### src/rtl/cache_pkg.sv
package cache_pkg;

  typedef enum logic {
    CS_LOOKUP = 1'b0,
    CS_REFILL = 1'b1
  } cache_state_t;

  // Replacement choice: empty way 0, then empty way 1, then the LRU way.
  function automatic logic pick_victim(input logic valid0, input logic valid1,
                                       input logic lru_way);
    if (!valid0)      return 1'b0;
    else if (!valid1) return 1'b1;
    else              return lru_way;
  endfunction

  // Way that becomes least recently used after an access to way w.
  function automatic logic next_lru(input logic accessed_way);
    return ~accessed_way;
  endfunction

endpackage

### src/rtl/cache_way_array.sv
module cache_way_array #(
  parameter int SETS   = 4,
  parameter int SET_W  = 2,
  parameter int TAG_W  = 28,
  parameter int DATA_W = 32
) (
  input  logic              clk,
  input  logic              rst_n,
  input  logic [SET_W-1:0]  rd_set,
  input  logic [TAG_W-1:0]  rd_tag,
  output logic              rd_valid,
  output logic              rd_hit,
  output logic [DATA_W-1:0] rd_data,
  input  logic              wr_en,
  input  logic [SET_W-1:0]  wr_set,
  input  logic [TAG_W-1:0]  wr_tag,
  input  logic [DATA_W-1:0] wr_data
);

  logic [SETS-1:0]   valid_q;
  logic [TAG_W-1:0]  tag_q  [SETS];
  logic [DATA_W-1:0] data_q [SETS];

  always_ff @(posedge clk) begin
    if (!rst_n) begin
      valid_q <= '0;
    end else if (wr_en) begin
      valid_q[wr_set] <= 1'b1;
    end
  end

  always_ff @(posedge clk) begin
    if (wr_en) begin
      tag_q[wr_set]  <= wr_tag;
      data_q[wr_set] <= wr_data;
    end
  end

  always_comb begin
    rd_valid = valid_q[rd_set];
    rd_hit   = valid_q[rd_set] && (tag_q[rd_set] == rd_tag);
    rd_data  = data_q[rd_set];
  end

endmodule

### src/rtl/cache_lru_bits.sv
module cache_lru_bits #(
  parameter int SETS  = 4,
  parameter int SET_W = 2
) (
  input  logic             clk,
  input  logic             rst_n,
  input  logic             touch,
  input  logic [SET_W-1:0] touch_set,
  input  logic             touch_way,
  input  logic [SET_W-1:0] rd_set,
  output logic             lru_way,
  output logic [SETS-1:0]  use_vec
);

  import cache_pkg::*;

  logic [SETS-1:0] use_q;

  always_ff @(posedge clk) begin
    if (!rst_n) begin
      use_q <= '0;
    end else if (touch) begin
      use_q[touch_set] <= next_lru(touch_way);
    end
  end

  assign lru_way = use_q[rd_set];
  assign use_vec = use_q;

endmodule

### src/rtl/cache_ctrl.sv
module cache_ctrl (
  input  logic clk,
  input  logic rst_n,
  input  logic req_valid,
  input  logic lookup_hit,
  input  logic mem_valid,
  output logic in_lookup,
  output logic start_miss,
  output logic fill_done
);

  import cache_pkg::*;

  cache_state_t state_q, state_d;

  always_comb begin
    in_lookup  = (state_q == CS_LOOKUP);
    start_miss = in_lookup && req_valid && !lookup_hit;
    fill_done  = (state_q == CS_REFILL) && mem_valid;
    state_d    = state_q;
    if (start_miss) state_d = CS_REFILL;
    else if (fill_done) state_d = CS_LOOKUP;
  end

  always_ff @(posedge clk) begin
    if (!rst_n) state_q <= CS_LOOKUP;
    else        state_q <= state_d;
  end

endmodule

### src/rtl/twoway_lru_cache.sv
module twoway_lru_cache #(
  parameter int ADDR_W = 32,
  parameter int DATA_W = 32,
  parameter int SETS   = 4,
  parameter int OFF_W  = 2
) (
  input  logic              clk,
  input  logic              rst_n,
  input  logic              req_valid,
  input  logic [ADDR_W-1:0] req_addr,
  output logic              req_ready,
  output logic              rsp_hit,
  output logic [DATA_W-1:0] rsp_data,
  output logic              mem_req,
  output logic [ADDR_W-1:0] mem_addr,
  input  logic              mem_valid,
  input  logic [DATA_W-1:0] mem_data
);

  import cache_pkg::*;

  localparam int SET_W    = (SETS > 1) ? $clog2(SETS) : 1;
  localparam int TAG_W    = ADDR_W - SET_W - OFF_W;
  localparam int NUM_WAYS = 2;

  function automatic logic [SET_W-1:0] set_of(input logic [ADDR_W-1:0] a);
    return a[OFF_W +: SET_W];
  endfunction

  function automatic logic [TAG_W-1:0] tag_of(input logic [ADDR_W-1:0] a);
    return a[ADDR_W-1 -: TAG_W];
  endfunction

  logic [SET_W-1:0]  look_set;
  logic [TAG_W-1:0]  look_tag;
  logic [SET_W-1:0]  miss_set_q;
  logic [TAG_W-1:0]  miss_tag_q;
  logic              victim_q;

  logic [NUM_WAYS-1:0] way_hit;
  logic [NUM_WAYS-1:0] way_valid;
  logic [NUM_WAYS-1:0] way_wr;
  logic [DATA_W-1:0]   way_data [NUM_WAYS];

  logic in_lookup, start_miss, fill_done;
  logic lookup_hit, hit_way, lru_way, victim_way;

  logic             lru_touch;
  logic [SET_W-1:0] lru_touch_set;
  logic             lru_touch_way;
  logic [SETS-1:0]  use_vec;

  assign look_set   = set_of(req_addr);
  assign look_tag   = tag_of(req_addr);
  assign lookup_hit = |way_hit;
  assign hit_way    = way_hit[1];
  assign victim_way = pick_victim(way_valid[0], way_valid[1], lru_way);

  generate
    for (genvar w = 0; w < NUM_WAYS; w++) begin : g_way
      assign way_wr[w] = fill_done && (victim_q == w[0]);
      cache_way_array #(
        .SETS(SETS), .SET_W(SET_W), .TAG_W(TAG_W), .DATA_W(DATA_W)
      ) u_way (
        .clk     (clk),
        .rst_n   (rst_n),
        .rd_set  (look_set),
        .rd_tag  (look_tag),
        .rd_valid(way_valid[w]),
        .rd_hit  (way_hit[w]),
        .rd_data (way_data[w]),
        .wr_en   (way_wr[w]),
        .wr_set  (miss_set_q),
        .wr_tag  (miss_tag_q),
        .wr_data (mem_data)
      );
    end
  endgenerate

  cache_ctrl u_ctrl (
    .clk       (clk),
    .rst_n     (rst_n),
    .req_valid (req_valid),
    .lookup_hit(lookup_hit),
    .mem_valid (mem_valid),
    .in_lookup (in_lookup),
    .start_miss(start_miss),
    .fill_done (fill_done)
  );

  always_ff @(posedge clk) begin
    if (!rst_n) begin
      miss_set_q <= '0;
      miss_tag_q <= '0;
      victim_q   <= 1'b0;
    end else if (start_miss) begin
      miss_set_q <= look_set;
      miss_tag_q <= look_tag;
      victim_q   <= victim_way;
    end
  end

  assign rsp_hit = in_lookup && req_valid && lookup_hit;

  always_comb begin
    lru_touch     = rsp_hit || fill_done;
    lru_touch_set = fill_done ? miss_set_q : look_set;
    lru_touch_way = fill_done ? victim_q   : hit_way;
  end

  cache_lru_bits #(.SETS(SETS), .SET_W(SET_W)) u_lru (
    .clk      (clk),
    .rst_n    (rst_n),
    .touch    (lru_touch),
    .touch_set(lru_touch_set),
    .touch_way(lru_touch_way),
    .rd_set   (look_set),
    .lru_way  (lru_way),
    .use_vec  (use_vec)
  );

  assign req_ready = in_lookup && (!req_valid || lookup_hit);
  assign rsp_data  = way_data[hit_way];
  assign mem_req   = !in_lookup;
  assign mem_addr  = {miss_tag_q, miss_set_q, {OFF_W{1'b0}}};

endmodule

### config.mk
export PLATFORM = sky130hd
export DESIGN_NAME = twoway_lru_cache
export DESIGN_NICKNAME = d
export VERILOG_FILES = /design/src/rtl/cache_pkg.sv /design/src/rtl/cache_way_array.sv /design/src/rtl/cache_lru_bits.sv /design/src/rtl/cache_ctrl.sv /design/src/rtl/twoway_lru_cache.sv
export SDC_FILE = /design/constraint.sdc
export NUM_CORES = 1
export LEC_CHECK = 0
export BUFFER_PORTS_ARGS = -buffer_cell sky130_fd_sc_hd__clkbuf_2
export CAP_MARGIN = 5
export CORE_MARGIN = 3
export CORE_UTILIZATION = 40
export DETAILED_ROUTE_END_ITERATION = 8
export RECOVER_POWER = 100
export SLEW_MARGIN = 20
export SYNTH_ARGS = -nofsm -noshare
export SYNTH_HDL_FRONTEND = slang
export SYNTH_SLANG_ARGS = --single-unit
### constraint.sdc
create_clock -name clk -period 10.7 [get_ports clk]
set_input_delay 2.14 -clock clk [delete_from_list [all_inputs] [get_ports clk]]
set_output_delay 2.14 -clock clk [all_outputs]
set_load 0.01 [all_outputs]
==> results.sh <==
export IMPL_final_area_mm2=0.02369
export IMPL_io_buffer_count=130
export IMPL_leakage_nw=7.657
export IMPL_cts_buffer_depth=3
export IMPL_hold_depth=2
export IMPL_max_freq_mhz=105.9
export IMPL_antenna_found_initial=6
export IMPL_htree_num_levels=2
export IMPL_cap_viol_max_count=16
export IMPL_yosys_area_top_type="edfxtp_1"
export IMPL_grt_pass1_wl_mm=72.17
export IMPL_end_kind="primary output"
export IMPL_ctsResizeCount=0
export IMPL_coreArea_mm2=0.05079
export IMPL_tns_ps=0
export IMPL_grt_max_degree=81
export IMPL_syn_area_per_cell_um2=19.14
export IMPL_yosys_top_cells_area="edfxtp_1 (69%), mux4_2 (10%), dfxtp_1 (4.2%), mux2i_1 (2.4%), xnor2_1 (1.6%)"
export IMPL_clock_latency_ps=620
export IMPL_dr_pass1_iters=6
export IMPL_hold_viol=0
export IMPL_synth_area_mm2=0.02080
export IMPL_power_density_mw_per_mm2=183.4
export IMPL_holdCritStartpoint="g_way[0].u_way.valid_q[3]"
export IMPL_r2r_end="g_way[1].u_way.tag_q[2][2]"
export IMPL_slew_violations=562
export IMPL_clkTransAtPathRegs_ps=60
export IMPL_post_cts_buffers=0
export IMPL_crit_type="primary input to primary output"
export IMPL_die_h_um=234.1
export IMPL_core_rowCount=82
export IMPL_io_pins=135
export IMPL_grt_pass1_vias=11092
export IMPL_numCtsBuffers=54
export IMPL_worstPathCellList="buf_6 -> buf_4 -> buf_4 -> mux4_2 -> xnor2_1 -> nand4_1 -> or4_1 -> o22a_1 -> clkbuf_1 -> a21oi_1 -> clkbuf_1"
export IMPL_path_delay_family="buffers and inverters"
export IMPL_postCtsHoldBufs=0
export IMPL_worstPathRequired_ps=8560
export IMPL_wire_per_inst_um=24.68
export IMPL_cp_arrival_ps=7300
export IMPL_drcViolationCount=0
export IMPL_final_nets=1305
export IMPL_placed_area_mm2=0.02218
export IMPL_ff2ff_setup_slack_ps=5130
export IMPL_viasPerCell=5.501
export IMPL_period_needed_ps=9439
export IMPL_ys_async_sr_fraction_pct=0
export IMPL_status="complete, but fails checks"
export IMPL_violations="max-capacitance violations, max-slew violations"
export IMPL_grt_usage_pct=17.87
export IMPL_initial_utilization_pct=40.96
export IMPL_postSynthCellCount=1087
export IMPL_highest_layer="met5"
export IMPL_critPathBufInv=5
export IMPL_drive_above_1_share_pct=19.09
export IMPL_rsz0062_at_grt="false"
export IMPL_setup_viol=0
export IMPL_die_w_um=234.1
export IMPL_r2r_start="u_ctrl.state_q"
export IMPL_hp_class="flip-flop to flip-flop"
export IMPL_route_met3_wl_mm=4.051
export IMPL_cts_tree="done"
export IMPL_wl_met1_mm=20.44
export IMPL_yosysTopAreaCellShare_pct=69.29
export IMPL_dominantRegCellSynth="edfxtp_1"
export IMPL_ys_seq_area_share_pct=73.52
export IMPL_synth_enable_flop_cells=480
export IMPL_worst_path_largest_cell_delay_ps=720
export IMPL_wl_met2_mm=22.83
export IMPL_ctsRootBufferMaster="clkbuf_16"
export IMPL_yosysWarningCount=0
export IMPL_yosysUniqueCellTypes=62
export IMPL_peakVddDrop_mv=0.1907
export IMPL_ant_nets=0
export IMPL_timing_final_crit_share_pct=88.21
export IMPL_crit_fanout=80
export IMPL_final_setup_skew_ps=21.98
export IMPL_startpoint="req_addr[3]"
export IMPL_dp_hpwl_mm=27.93
export IMPL_ys_ff_latch=524
export IMPL_first_iter_violations=833
export IMPL_num_vias=10737
export IMPL_cp_slowest_cell="clkbuf_1"
export IMPL_syn2layout_area_growth_pct=13.89
export IMPL_holdPathEnd="g_way[0].u_way.valid_q[3]"
export IMPL_slew_headroom_pct=-227.6
export IMPL_cts_sinks=524
export IMPL_worst_slew_pin_transition_ps=4914
export IMPL_routed_wl_mm=48.17
export IMPL_dieArea_mm2=0.05478
export IMPL_grt_ovfl_total=0
export IMPL_cp_start_kind="primary input"
export IMPL_place_congestion=0.7970
export IMPL_r2r_cells=3
## metal layers
layer,GRT usage [%],vias to the layer above
li1,-,4737
met1,24.75,5584
met2,28.20,346
met3,4.859,62
met4,4.648,8
met5,0,-
## worst min-delay path, stage by stage (launching register included)
cell and delay (ps):
dfxtp_1 320, nor2_1 50, nor2_1 60
## cells by family (layout without fill, tap and decap cells)
family                    Yosys count  in the layout  share of synthesized area [%]
xor gates and xnor gates           44             44                          1.853
and+or+nand+nor                   140            140                          3.507
DFF                               524            524                          73.52
other                               1              4                        0.01803
muxes                             188            188                          15.56
buffers and inverters              69            259                          1.955
AOI/OAI and AO/OA                 121            121                          3.585
## power by group
group	switching (mW)	internal, mW	leakage, nW
Clock	0.778	1.06	0.835
Combinational	0.138	0.0878	2.01
Sequential	0.0210	2.26	4.81
Total	0.937	3.41	7.66
## state kept, by name, indices dropped and copies added (netlist names)
signal,cells
miss_tag_q,28
g_way.u_way.data_q,256
u_ctrl.state_q,1
miss_set_q,2
g_way.u_way.tag_q,224
u_lru.use_vec,4
g_way.u_way.valid_q,8
victim_q,1
## Yosys cell counts, types with 3 or more instances
library cell,n
a21oi_1,43
a221oi_1,4
a22o_1,3
a2bb2oi_1,3
buf_1,8
buf_2,14
buf_4,12
buf_6,8
clkbuf_1,16
dfxtp_1,44
edfxtp_1,480
inv_1,8
mux2_1,10
mux2_2,26
mux2i_1,50
mux4_1,9
mux4_2,93
nand2_1,25
nand2b_1,6
nand3_1,35
nand4_1,12
nor2_1,28
nor3_1,8
nor4_1,7
o21ai_0,9
o21ai_1,30
o22a_1,3
o22ai_1,4
or4_1,3
xnor2_1,39
xor2_1,5
## per-stage QoR
stage	power, mW	setup WS (ps)	instances	hold slack, ps	util, %
finish	4.344	1261	1952	466.0	46.65
floorplan	2.461	1976	1088	431.6	-
detailed placement	2.557	1818	1853	456.9	43.66
global placement	2.552	1884	1853	443.7	43.65
CTS	4.399	1806	1950	471.8	47.11
global route	4.482	922.6	1950	495.0	46.64
## cell type report
type	instances	area (um^2)
Antenna cell	2	5.005
Clock buffer	69	1459
Clock inverter	28	289.0
Fill cell	4353	27090
Inverter	8	30.03
Multi-Input combinational cell	495	5099
Sequential cell	524	15290
Tap cell	672	840.8
Timing Repair Buffer	154	675.6
## cells in the final DEF (no fill, tap or decap), types with 8 or more instances in the layout
cell | netlist | final
xnor2_1 | 39 | 39
clkinv_1 | 0 | 12
o21ai_1 | 30 | 30
mux2i_1 | 50 | 50
inv_1 | 8 | 8
nor2_1 | 28 | 26
buf_4 | 12 | 8
o21ai_0 | 9 | 9
clkbuf_16 | 0 | 55
dfxtp_1 | 44 | 44
nand3_1 | 35 | 35
clkbuf_1 | 16 | 115
a21oi_1 | 43 | 43
mux2_2 | 26 | 20
mux4_2 | 93 | 93
edfxtp_1 | 480 | 480
nor3_1 | 8 | 8
clkbuf_2 | 0 | 40
mux4_1 | 9 | 9
nand2_1 | 25 | 25
nand4_1 | 12 | 12
mux2_1 | 10 | 16
## how the worst max path moves through the flow
| stage | end | depth (start not counted) |
|---|---|---|
| after floorplan | g_way[0].u_way.data_q[0][0] | 2 |
| after global placement | req_ready | 11 |
| after global routing | req_ready | 11 |
| after detailed placement | req_ready | 11 |
| after CTS | req_ready | 11 |
| final | req_ready | 11 |
No activity file was read; power rests on OpenSTA's default activity.
